--- src/rtl/proc_ctl_pkg.sv ---
`timescale 1ns/1ps
package proc_ctl_pkg;
  typedef enum logic [2:0] {
    CL_ABORT,
    CL_NOP,
    CL_UNSUP,
    CL_RUN,
    CL_SKIP
  } proc_cls_e;

  localparam logic [3:0] CODE_OK      = 4'd0;
  localparam logic [3:0] CODE_ABORTED = 4'd3;
  localparam logic [3:0] CODE_UNSUP   = 4'd4;

  localparam logic [1:0] DW_HDR  = 2'd0;
  localparam logic [1:0] DW_STAT = 2'd1;
  localparam logic [1:0] DW_CTRL = 2'd2;
  localparam logic [1:0] DW_LINK = 2'd3;

  localparam logic [7:0] CAP_ID = 8'h09;
endpackage

--- src/rtl/proc_decode.sv ---
`timescale 1ns/1ps
module proc_decode
  import proc_ctl_pkg::*;
#(
  parameter int PROC_W    = 4,
  parameter int RUN_LO    = 4,
  parameter int RUN_HI    = 12,
  parameter int ONCE_PROC = 5
) (
  input  logic [PROC_W-1:0] num_i,
  input  logic              once_done_i,
  output proc_cls_e         cls_o
);
  always_comb begin
    if (num_i == PROC_W'(0))                                      cls_o = CL_ABORT;
    else if (num_i == PROC_W'(1))                                 cls_o = CL_NOP;
    else if (num_i < PROC_W'(RUN_LO) || num_i > PROC_W'(RUN_HI))  cls_o = CL_UNSUP;
    else if (num_i == PROC_W'(ONCE_PROC) && once_done_i)          cls_o = CL_SKIP;
    else                                                          cls_o = CL_RUN;
  end
endmodule

--- src/rtl/proc_seq.sv ---
`timescale 1ns/1ps
module proc_seq
  import proc_ctl_pkg::*;
#(
  parameter int PROC_W    = 4,
  parameter int ONCE_PROC = 5
) (
  input  logic              clk_i,
  input  logic              rst_ni,
  input  logic              ctrl_wr_i,
  input  logic [PROC_W-1:0] ctrl_num_i,
  input  proc_cls_e         cls_i,
  input  logic              done_i,
  input  logic [3:0]        code_i,
  output logic              start_o,
  output logic              abort_o,
  output logic [PROC_W-1:0] cur_o,
  output logic              inprog_o,
  output logic              cmpl_o,
  output logic [3:0]        code_o,
  output logic              once_done_o
);
  logic              busy_q, pend_q, start_q, abort_q, cmpl_q, once_q;
  logic [3:0]        code_q;
  logic [PROC_W-1:0] cur_q;

  always_ff @(posedge clk_i or negedge rst_ni) begin
    if (!rst_ni) begin
      busy_q  <= 1'b0;
      pend_q  <= 1'b0;
      start_q <= 1'b0;
      abort_q <= 1'b0;
      cmpl_q  <= 1'b0;
      once_q  <= 1'b0;
      code_q  <= CODE_OK;
      cur_q   <= '0;
    end else begin
      start_q <= 1'b0;
      abort_q <= 1'b0;
      if (ctrl_wr_i) begin
        // any write cancels a running executor
        abort_q <= busy_q;
        busy_q  <= 1'b0;
        pend_q  <= 1'b0;
        cur_q   <= ctrl_num_i;
        unique case (cls_i)
          CL_ABORT: begin cmpl_q <= 1'b1; code_q <= CODE_ABORTED; end
          CL_NOP,
          CL_SKIP:  begin cmpl_q <= 1'b1; code_q <= CODE_OK; end
          CL_UNSUP: begin cmpl_q <= 1'b1; code_q <= CODE_UNSUP; end
          default: begin
            cmpl_q <= 1'b0;
            if (busy_q) begin
              pend_q <= 1'b1;
              code_q <= CODE_ABORTED;
            end else begin
              start_q <= 1'b1;
              busy_q  <= 1'b1;
              code_q  <= CODE_OK;
            end
          end
        endcase
      end else if (pend_q) begin
        pend_q  <= 1'b0;
        start_q <= 1'b1;
        busy_q  <= 1'b1;
      end else if (busy_q && done_i) begin
        busy_q <= 1'b0;
        cmpl_q <= 1'b1;
        code_q <= code_i;
        if (cur_q == PROC_W'(ONCE_PROC) && code_i == CODE_OK) once_q <= 1'b1;
      end
    end
  end

  assign start_o     = start_q;
  assign abort_o     = abort_q;
  assign cur_o       = cur_q;
  assign inprog_o    = busy_q | pend_q;
  assign cmpl_o      = cmpl_q;
  assign code_o      = code_q;
  assign once_done_o = once_q;

  AST_START_ONE_CYCLE: assert property (@(posedge clk_i) disable iff (!rst_ni)
    start_q |=> !start_q);
  AST_FLAGS_EXCLUSIVE: assert property (@(posedge clk_i) disable iff (!rst_ni)
    !(inprog_o && cmpl_q));
  AST_DONE_COMPLETES: assert property (@(posedge clk_i) disable iff (!rst_ni)
    (busy_q && done_i && !ctrl_wr_i) |=> (cmpl_q && !inprog_o && code_q == $past(code_i)));
  AST_UNSUP_LOCAL: assert property (@(posedge clk_i) disable iff (!rst_ni)
    (ctrl_wr_i && cls_i == CL_UNSUP) |=> (cmpl_q && code_q == CODE_UNSUP && !start_q));
  AST_ABORT_NOT_WITH_START: assert property (@(posedge clk_i) disable iff (!rst_ni)
    !(abort_q && start_q));
  AST_ABORT_HAD_BUSY: assert property (@(posedge clk_i) disable iff (!rst_ni)
    (ctrl_wr_i && !busy_q) |=> !abort_q);
  AST_ONCE_SKIP: assert property (@(posedge clk_i) disable iff (!rst_ni)
    (ctrl_wr_i && cls_i == CL_SKIP) |=> (!start_q && cmpl_q && code_q == CODE_OK));
endmodule

--- src/rtl/cap_regs.sv ---
`timescale 1ns/1ps
module cap_regs
  import proc_ctl_pkg::*;
#(
  parameter int         PROC_W   = 4,
  parameter logic [7:0] CAP_NEXT = 8'h00,
  parameter logic [7:0] CAP_LEN  = 8'h10,
  parameter logic [7:0] LINK_NUM = 8'd0
) (
  input  logic [1:0]        addr_i,
  input  logic              inprog_i,
  input  logic              cmpl_i,
  input  logic [3:0]        code_i,
  input  logic [PROC_W-1:0] cur_i,
  output logic [31:0]       rdata_o
);
  always_comb begin
    unique case (addr_i)
      DW_HDR:  rdata_o = {8'h00, CAP_LEN, CAP_NEXT, CAP_ID};
      DW_STAT: rdata_o = {inprog_i, cmpl_i, 26'h0, code_i};
      DW_CTRL: rdata_o = {{(32-PROC_W){1'b0}}, cur_i};
      default: rdata_o = {24'h0, LINK_NUM};
    endcase
  end
endmodule

--- src/rtl/proc_ctl_engine.sv ---
`timescale 1ns/1ps
module proc_ctl_engine
  import proc_ctl_pkg::*;
#(
  parameter int         PROC_W    = 4,
  parameter int         RUN_LO    = 4,
  parameter int         RUN_HI    = 12,
  parameter int         ONCE_PROC = 5,
  parameter logic [7:0] CAP_NEXT  = 8'h00,
  parameter logic [7:0] CAP_LEN   = 8'h10,
  parameter logic [7:0] LINK_NUM  = 8'd4
) (
  input  logic              clk_i,
  input  logic              rst_ni,
  input  logic              reg_wr_i,
  input  logic [1:0]        reg_addr_i,
  input  logic [31:0]       reg_wdata_i,
  output logic [31:0]       reg_rdata_o,
  output logic              exec_start_o,
  output logic              exec_abort_o,
  output logic [PROC_W-1:0] exec_proc_o,
  input  logic              exec_done_i,
  input  logic [3:0]        exec_code_i
);
  logic              ctrl_wr, inprog, cmpl, once_done;
  logic [3:0]        code;
  logic [PROC_W-1:0] cur, num;
  proc_cls_e         cls;

  assign ctrl_wr = reg_wr_i && (reg_addr_i == DW_CTRL);
  assign num     = reg_wdata_i[PROC_W-1:0];

  proc_decode #(.PROC_W(PROC_W), .RUN_LO(RUN_LO), .RUN_HI(RUN_HI), .ONCE_PROC(ONCE_PROC)) u_decode (
    .num_i(num), .once_done_i(once_done), .cls_o(cls)
  );

  proc_seq #(.PROC_W(PROC_W), .ONCE_PROC(ONCE_PROC)) u_seq (
    .clk_i, .rst_ni,
    .ctrl_wr_i(ctrl_wr), .ctrl_num_i(num), .cls_i(cls),
    .done_i(exec_done_i), .code_i(exec_code_i),
    .start_o(exec_start_o), .abort_o(exec_abort_o), .cur_o(cur),
    .inprog_o(inprog), .cmpl_o(cmpl), .code_o(code), .once_done_o(once_done)
  );

  cap_regs #(.PROC_W(PROC_W), .CAP_NEXT(CAP_NEXT), .CAP_LEN(CAP_LEN), .LINK_NUM(LINK_NUM)) u_regs (
    .addr_i(reg_addr_i), .inprog_i(inprog), .cmpl_i(cmpl), .code_i(code), .cur_i(cur),
    .rdata_o(reg_rdata_o)
  );

  assign exec_proc_o = cur;

  AST_HDR_CONST: assert property (@(posedge clk_i) disable iff (!rst_ni)
    (reg_addr_i == DW_HDR) |-> (reg_rdata_o[7:0] == CAP_ID));
  AST_IDLE_AFTER_RESET: assert property (@(posedge clk_i) disable iff (!rst_ni)
    $rose(rst_ni) |-> (!exec_start_o && !exec_abort_o));
endmodule

--- config.mk ---
export PLATFORM = sky130hd
export DESIGN_NAME = proc_ctl_engine
export DESIGN_NICKNAME = d
export VERILOG_FILES = /design/src/rtl/proc_ctl_pkg.sv /design/src/rtl/proc_decode.sv /design/src/rtl/proc_seq.sv /design/src/rtl/cap_regs.sv /design/src/rtl/proc_ctl_engine.sv
export SDC_FILE = /design/constraint.sdc
export NUM_CORES = 1
export LEC_CHECK = 0
export BUFFER_PORTS_ARGS = -buffer_cell sky130_fd_sc_hd__buf_2
export CAP_MARGIN = 0
export CORE_ASPECT_RATIO = 1.25
export CORE_MARGIN = 1.5
export CORE_UTILIZATION = 37
export CTS_CLUSTER_SIZE = 14
export DETAILED_ROUTE_END_ITERATION = 7
export GPL_ROUTABILITY_DRIVEN = 0
export MAX_ROUTING_LAYER = met4
export PLACE_DENSITY = 0.78
export SLEW_MARGIN = 5
export SYNTH_ARGS = -nofsm -noshare
export SYNTH_HDL_FRONTEND = slang
export SYNTH_SLANG_ARGS = --single-unit
--- constraint.sdc ---
create_clock -name clk_i -period 1.5 [get_ports clk_i]
set_input_delay 0.15 -clock clk_i [delete_from_list [all_inputs] [get_ports clk_i]]
set_output_delay 0.15 -clock clk_i [all_outputs]
set_load 0.005 [all_outputs]
==> impl_metrics.yaml, run 1 <==
logic_synthesis:
  synth_top_family_by_area: "buffers and inverters"
  synth.area.mux_share: 0.05348
  netlist_instances: 106
  synthAdderAreaFrac: 0
  synthXorXnorAreaFrac: 0
  synth_compound_area_frac: 0.1257
  syn_area_per_cell_um2: 8.829
  synthSimpleGateAreaFrac: 0.2059
  yosys_warnings: 0
  ys_types: 29
  netlist_area_um2: 935.9
  synth-seq-cells: 14
  yosysSeqAreaShare: 0.3743
timing:
  finalHoldViolations: 0
  setup_slack_ps: 314.3
  hold_ws_ps: 136.4
  setup_viol: 0
  fin_skew_ps: 2.940
  min_period_ps: 1186
  timing.final.crit_share: 0.7905
  max_freq_ghz: 0.8434
  drv_slew: 0
  setup_tns_ps: 0
  rsz0062_at_grt: "false"
cts:
  cts_buffers: 3
  post_cts_resized: 0
  cts.clk_slew.worst_paths_ps: 80
  cts_tree: "done"
  insertion_delay_ps: 280
  h-tree-depth: 1
  root_buffer: "clkbuf_4"
  post-cts-setup-buffers: 0
  clock_path_buffers: 2
  cts_sinks: 14
critical_path:
  reg2reg_from: "u_seq.pend_q"
  crit_type: "reg -> out"
  r2r_cells: 3
  slowest_delay_ps: 440
  crit_path_top_delay_cell: "dfrtp_1"
  rrSetupSlack_ps: 340
  crit_buf_inv: 1
  crit_family: "flip-flops"
  required_ps: 1350
  start_kind: "flop"
  crit_fanout: 5
  worstSetupEndpointType: "output pin"
  cp_data_arrival_time_ps: 1040
  path_cells: "o21a_1 > buf_2"
  r2r-end: "u_seq.code_o[0]"
hold_path:
  min_path_type: "in -> reg"
  hold_path_depth: 3
  min_from: "exec_code_i[3]"
  hold-path-endpoint: "u_seq.code_o[3]"
layout:
  insertedDiodeCount: 0
  multi_input_area_um2: 454.2
  layout.nets: 177
  drive_gt1_frac: 0.2537
  regArea_um2: 350.3
  area_delta_synth_final_pct: 10.83
  final_common_cell: "buf_2"
  fill_cells: 250
  mostFrequentLayoutCells: "buf_2, conb_1, nand2_1"
grt:
  grt_pass1_vias: 666
  grt.total_usage: 0.1421
  grt_pass1_wl_um: 2773
  grt_max_degree: 15
  grt_overflow: 0
  antenna_found_initial: 0
detailed_routing:
  drt_iter0_drc: 13
  totalWireLength_um: 1771
  vias_per_cell: 4.467
  vias: 746
  dr.pass1.iters: 4
  post_drt_wl_per_cell_um: 10.60
  route.detailed.drc: 0
  postRouteAntennaNets: 0
power:
  total_power_w: 0.0009435
  irDropWorstVdd_uv: 388.7
  power_frac_comb: 0.222
  intPower_w: 0.0006690
  power_density_nw_per_um2: 909.6
  clockPowerShare: 0.283
  p_sw_w: 0.0002745
  swShare: 0.2910
  power.leakage_nw: 0.5838
  p_seq_frac: 0.495
floorplanning:
  row_count: 20
  start_util: 0.3856
  dieWidth_um: 47.99
  die-area_um2: 2842
  die_y_um: 59.23
  core_um2: 2427
  io_pins: 80
flow_run:
  drv_cap: 0
placement:
  pre_cts_slack_ps: 346.7
  port_buffers: 26
  hpwl_um: 1414
status:
  status: "completed"
==> power by group through the flow <==
stage               combinational, W  clock [W]  sequential (W)
detailed placement          0.000208          0        0.000475
finish                      0.000210   0.000267        0.000467
global route                0.000243   0.000291        0.000476
floorplan                   0.000168          0        0.000466
CTS                         0.000212   0.000277        0.000468
global placement            0.000202          0        0.000471
==> per-stage QoR <==
step	instances	utilization	instance area [um2]
2_1_floorplan	130	-	1026
3_3_place_gp	162	0.4082	991.0
3_5_place_dp	162	0.4082	991.0
4_1_cts	167	0.4273	1037
5_1_grt	167	0.4273	1037
6_report	167	0.4273	1037
==> synthesized netlist by cell type <==
master | number | share of area
inv_1 | 2 | 0.0080
buf_6 | 1 | 0.012
a31o_1 | 1 | 0.0094
a21boi_0 | 1 | 0.0080
o21a_1 | 1 | 0.0080
mux2i_1 | 5 | 0.053
nor4_1 | 1 | 0.0067
o211ai_1 | 1 | 0.0080
nand3b_1 | 1 | 0.0080
o22ai_1 | 1 | 0.0067
nor2_1 | 7 | 0.028
nand4bb_1 | 1 | 0.012
a21oi_1 | 5 | 0.027
nor2_2 | 1 | 0.0067
nand2b_1 | 2 | 0.013
o21ai_0 | 2 | 0.011
o2111ai_1 | 1 | 0.0094
nand2_1 | 18 | 0.072
a22oi_1 | 2 | 0.016
o22a_1 | 1 | 0.0094
nor3_1 | 2 | 0.011
nor2b_1 | 3 | 0.020
and2_1 | 1 | 0.0067
conb_1 | 1 | 0.0040
buf_4 | 27 | 0.22
and3b_1 | 1 | 0.0094
nand3b_2 | 1 | 0.012
dfrtp_1 | 14 | 0.37
o211ai_2 | 1 | 0.013
==> worst max path at each step <==
stage	from	to	cells after the start	slack (ps)
after floorplan	u_seq.pend_q	u_seq.code_o[0]	3	460
after global placement	u_seq.pend_q	u_seq.code_o[2]	3	370
after detailed placement	u_seq.pend_q	u_seq.code_o[2]	3	350
after CTS	u_seq.busy_q	reg_rdata_o[31]	2	310
after global routing	u_seq.cur_o[1]	reg_rdata_o[1]	3	250
final	u_seq.busy_q	reg_rdata_o[31]	2	310
==> worst reg2reg max path, delay by kind of cell, from the launching register on <==
kind | cells | cell delay, ps
AO/OA/AOI/OAI | 1 | 80
flip-flops | 1 | 410
multiplexers | 1 | 220
AND/OR/NAND/NOR | 1 | 330
==> per-layer routing <==
layer	part of all wire	wire length, um	GRT usage	vias to the layer above
met5	0	0	-	-
met4	0.018	31	0.06950	0
met3	0.065	115	0.01829	4
met2	0.48	849	0.2267	40
met1	0.44	773	0.1712	339
li1	-	-	-	363
==> logic make-up after synthesis <==
logic type             after synthesis
AND/OR/NAND/NOR                     39
buffers and inverters               30
AO/OA/AOI/OAI                       17
flip-flops                          14
multiplexers                         5
other                                1
==> flip-flops by register name (all words and copies together) (netlist names) <==
| signal | flops |
|---|---|
| u_seq.abort_o | 1 |
| u_seq.busy_q | 1 |
| u_seq.cmpl_o | 1 |
| u_seq.code_o | 4 |
| u_seq.cur_o | 4 |
| u_seq.once_done_o | 1 |
| u_seq.pend_q | 1 |
| u_seq.start_o | 1 |
==> layout make-up <==
| class | count | area share |
|---|---|---|
| Tap cell | 33 | 0.03981 |
| Clock buffer | 4 | 0.03498 |
| Sequential cell | 14 | 0.3378 |
| Timing Repair Buffer | 28 | 0.1423 |
| Multi-Input combinational cell | 86 | 0.4379 |
| Inverter | 2 | 0.007238 |
==> repair_timing <==
| item | in CTS | in global routing |
|---|---|---|
| hold buffers | 1 | 0 |
| setup endpoints to repair | 0 | 0 |
| hold endpoints to repair | 14 | 0 |
(Power assumes the default switching activity.)
==> run 2: changes to the inputs <==
- clock period: 1.5 -> 1.12 ns (I/O delays scaled with it)
==> run 2 against run 1 <==
The flow now finishes with violations (setup timing); setup slack worse by 380 ps; sequential cell count stayed put; largest power group unchanged; combinational power is 74% higher; power is 42% higher; wire length is 15% higher; final cell count is 7.8% higher; die area stayed put; critical path type unchanged; highest routed layer unchanged.
==> impl_metrics.yaml, run 2 (synthesis gave the netlist of run 1 again) <==
detailed_routing:
  post_drt_wl_per_cell_um: 11.28
  drt_iter0_drc: 14
  totalWireLength_um: 2031
  vias: 800
  vias_per_cell: 4.444
  postRouteAntennaNets: 0
  dr.pass1.iters: 5
  route.detailed.drc: 0
layout:
  stdcell_count: 180
  design_area_um2: 1155
  final_common_cell: "buf_2"
  fin_util: 0.4758
  area_delta_synth_final_pct: 23.40
  drive_gt1_frac: 0.3265
  layout.nets: 190
  fill_cells: 243
  mostFrequentLayoutCells: "buf_2, conb_1, nand2_1"
  insertedDiodeCount: 0
power:
  irDropWorstVdd_uv: 483.1
  swShare: 0.2919
  power_density_nw_per_um2: 1164
  clockPowerShare: 0.267
  power_frac_comb: 0.271
  total_power_w: 0.001344
  intPower_w: 0.0009515
  power.leakage_nw: 0.6687
  p_seq_frac: 0.462
  p_sw_w: 0.0003923
critical_path:
  r2r_cells: 4
  worstSetupEndpointType: "output pin"
  reg2reg_from: "u_seq.busy_q"
  cp_data_arrival_time_ps: 1080
  rrSetupSlack_ps: 10
  required_ps: 1010
  start_kind: "flop"
  crit_type: "reg -> out"
  r2r-end: "u_seq.code_o[1]"
  crit_fanout: 2
timing:
  finalHoldViolations: 0
  setup_viol: 2
  drv_slew: 0
  timing.final.crit_share: 1.062
  min_period_ps: 1190
  fin_skew_ps: 6.849
  max_freq_ghz: 0.8404
  setup_slack_ps: -69.87
  rsz0062_at_grt: "true"
cts:
  root_buffer: "clkbuf_4"
  h-tree-depth: 1
  cts_buffers: 3
  cts.clk_slew.worst_paths_ps: 90
  clock_path_buffers: 2
  cts_sinks: 14
  cts_tree: "done"
  insertion_delay_ps: 270
status:
  status: "complete, but fails checks"
  failed_checks: "setup timing"
floorplanning:
  die-area_um2: 2842
  row_count: 20
  io_pins: 80
  die_y_um: 59.23
  start_util: 0.3856
  core_um2: 2427
  dieWidth_um: 47.99
placement:
  hpwl_um: 1482
  dp_cells: 167
  place_area_um2: 1028
  port_buffers: 26
grt:
  antenna_found_initial: 0
  grt_pass1_wl_um: 2987
  grt_overflow: 0
  grt_max_degree: 15
  grt_pass1_vias: 739
  grt.total_usage: 0.1507
hold_path:
  hold_path_depth: 3
  min_path_type: "in -> reg"
  hold-path-endpoint: "u_seq.code_o[3]"
  min_from: "exec_code_i[3]"
flow_run:
  drv_cap: 0
==> run 2: cell count changes in the layout (fill, tap and decap cells not counted), sizes merged <==
cell / before / now
buf: 27 / 40
==> run 2: power groups by stage <==
| stage | Combinational (W) | Clock [W] | Sequential (W) |
|---|---|---|---|
| 6_report | 0.000365 | 0.000359 | 0.000620 |
| 5_1_grt | 0.000410 | 0.000393 | 0.000629 |
| 4_1_cts | 0.000322 | 0.000364 | 0.000620 |
| 3_5_place_dp | 0.000292 | 0 | 0.000634 |
| 3_3_place_gp | 0.000285 | 0 | 0.000628 |
| 2_1_floorplan | 0.000225 | 0 | 0.000624 |
==> run 2: worst max path at each step <==
| stage | start | end | slack (ps) | cells past startpoint |
|---|---|---|---|---|
| 4_1_cts | u_seq.pend_q | reg_rdata_o[31] | -60 | 3 |
| 5_1_grt | u_seq.pend_q | reg_rdata_o[31] | -100 | 3 |
| 6_report | u_seq.busy_q | reg_rdata_o[31] | -70 | 3 |
| 3_3_place_gp | u_seq.pend_q | u_seq.code_o[2] | 20 | 3 |
| 2_1_floorplan | u_seq.pend_q | u_seq.code_o[0] | 80 | 3 |
| 3_5_place_dp | u_seq.pend_q | u_seq.code_o[2] | -6 | 3 |
==> run 2: metrics by stage <==
stage | TNS [ps] | hold WS (ps) | setup slack (ps)
floorplan | 0 | -183.6 | 76.88
global placement | 0 | 13.46 | 22.67
detailed placement | -5.922 | 28.03 | -5.922
CTS | -179.1 | 104.9 | -64.40
global route | -361.9 | 98.12 | -104.3
finish | -71.21 | 102.3 | -69.87
==> run 2: routing by layer <==
layer,share of wire,wire length [um],up-vias,track usage
li1,-,-,386,-
met1,0.41,835,358,0.1770
met2,0.51,1028,50,0.2552
met3,0.062,125,6,0.01220
met4,0.021,42,0,0.06178
met5,0,0,-,-
==> run 2: layout make-up <==
cell class / instances / area (um2) / area share
flip-flops and latches: 14 / 350.3 / 0.3034
repair buffers: 41 / 252.7 / 0.2189
well taps: 33 / 41.29 / 0.03575
inverters: 2 / 7.507 / 0.006501
multi-input cells: 86 / 466.7 / 0.4041
clock buffers: 4 / 36.28 / 0.03142
==> run 2: what timing repair did <==
action                                 in CTS  in global routing
buffers inserted                            4                  4
resized for setup                           2                  4
pin swaps                                   1                  3
setup endpoints to repair                   4                 12
endpoints found under the hold margin      14                  0
hold buffers                                1                  0
==> run 2: worst max-delay path, cell delays in order (launching register included) <==
cell     delay [ps]
dfrtp_1         410
buf_6           130
o21a_1          150
buf_2           120
==> run 3: changes to the inputs <==
- CORE_ASPECT_RATIO: 1.25 -> unset
- CORE_MARGIN: 1.5 -> 3
- CTS_BUF_LIST: unset -> sky130_fd_sc_hd__clkbuf_2
==> run 3 against run 2 <==
The run still ends with setup timing left; largest power group unchanged; die area grew 12%; register-to-register slack worse by 70 ps; critical path type unchanged; critical endpoint unchanged; power decreased by 10%.
==> impl_metrics.yaml, run 3 (synthesis gave the netlist of run 1 again) <==
timing:
  setup_viol: 4
  hold_ws_ps: 90.50
  setup_slack_ps: -104.6
  min_period_ps: 1225
  rsz0062_at_grt: "true"
  finalHoldViolations: 0
  max_freq_ghz: 0.8166
  timing.final.crit_share: 1.093
  fin_skew_ps: 2.134
  drv_slew: 0
  setup_tns_ps: -249.5
detailed_routing:
  route.detailed.drc: 0
  totalWireLength_um: 2175
  vias: 816
  dr.pass1.iters: 4
  postRouteAntennaNets: 0
  drt_iter0_drc: 14
  post_drt_wl_per_cell_um: 12.65
  vias_per_cell: 4.744
grt:
  antenna_found_initial: 0
  grt_pass1_vias: 769
  grt.total_usage: 0.1486
  grt_max_degree: 15
  grt_overflow: 0
  grt_pass1_wl_um: 3567
power:
  total_power_w: 0.001206
  irDropWorstVdd_uv: 783.0
  power.leakage_nw: 0.6331
  power_density_nw_per_um2: 1096
floorplanning:
  die-area_um2: 3169
  row_count: 17
  core_um2: 2297
  start_util: 0.4074
  io_pins: 80
  dieWidth_um: 56.30
  die_y_um: 56.30
critical_path:
  cp_data_arrival_time_ps: 1110
  crit_family: "flip-flops"
  crit_fanout: 2
  required_ps: 1010
  path_cells: "buf_6 > o21a_1 > buf_2"
  start_kind: "flop"
  slowest_delay_ps: 410
  worstSetupEndpointType: "output pin"
  crit_type: "reg -> out"
  crit_buf_inv: 2
  crit_path_top_delay_cell: "dfrtp_1"
layout:
  fin_util: 0.4788
  multi_input_area_um2: 454.2
  fill_cells: 221
  area_delta_synth_final_pct: 17.51
  layout.nets: 188
  insertedDiodeCount: 0
  final_common_cell: "buf_2"
  regArea_um2: 350.3
  drive_gt1_frac: 0.3056
  mostFrequentLayoutCells: "buf_2, conb_1, nand2_1"
  stdcell_count: 172
placement:
  dp_cells: 161
  hpwl_um: 1643
  port_buffers: 26
cts:
  cts_sinks: 14
  cts_tree: "done"
  root_buffer: "clkbuf_2"
  cts_buffers: 3
  cts.clk_slew.worst_paths_ps: 130
  clock_path_buffers: 2
  h-tree-depth: 1
  insertion_delay_ps: 270
status:
  failed_checks: "setup timing"
  status: "complete, but fails checks"
flow_run:
  drv_cap: 0
hold_path:
  min_path_type: "in -> reg"
-- run 3: changes by cell type in the layout (fill, tap and decap cells not counted), sizes merged --
cell / change
buf: -2
clkbuf: -1
-- run 3: per-layer routing --
| metal | track usage | share of wire |
|---|---|---|
| met1 | 0.1849 | 0.41 |
| met2 | 0.2354 | 0.48 |
| met3 | 0.02529 | 0.089 |
| met4 | 0.06780 | 0.020 |
| met5 | - | 0 |
-- run 3: power breakdown --
part | internal, W | switching [W] | leakage [nW]
Combinational | 0.000173 | 0.000188 | 0.442
Clock | 0.0000731 | 0.000157 | 0.0125
Sequential | 0.000572 | 0.0000418 | 0.179
Total | 0.000819 | 0.000387 | 0.633
-- run 3: final timing paths --
path	startpoint	end	slack, ps	depth (start not counted)
setup reg to reg	u_seq.busy_q	u_seq.code_o[1]	-60	4
min in group asynchronous	rst_ni	u_seq.cur_o[2]	250	2
hold / removal	reg_wdata_i[2]	u_seq.cur_o[2]	90	3
hold reg to reg	u_seq.once_done_o	u_seq.once_done_o	520	1
max in group asynchronous	rst_ni	u_seq.code_o[0]	630	2
setup / recovery	u_seq.pend_q	reg_rdata_o[31]	-100	3
-- run 3: area by class of cell --
cell class / count / share of cell area
Multi-Input combinational cell: 86 / 0.4130
Sequential cell: 14 / 0.3185
Timing Repair Buffer: 39 / 0.2162
Tap cell: 28 / 0.03185
Clock buffer: 3 / 0.01365
Inverter: 2 / 0.006826
-- run 3: tightest hold or removal path, stage by stage --
cell and delay, ps:
buf_2 130, nand2_1 60, nand2_1 40
-- run 3: stage by stage --
| stage | area, um2 | setup WS [ps] |
|---|---|---|
| 2_1_floorplan | 1026 | 76.88 |
| 3_3_place_gp | 1015 | 32.86 |
| 5_1_grt | 1100 | -146.7 |
| 3_5_place_dp | 1015 | -2.578 |
| 6_report | 1100 | -104.6 |
| 4_1_cts | 1081 | -85.94 |
-- run 3: repair_timing --
action / 4_1_cts / 5_1_grt
hold buffers: 1 / 0
cloned: 0 / 0
buffers inserted: 5 / 2
pin swaps: 0 / 2
setup endpoints to repair: 8 / 12
hold endpoints to repair: 14 / 0
resized for setup: 2 / 2
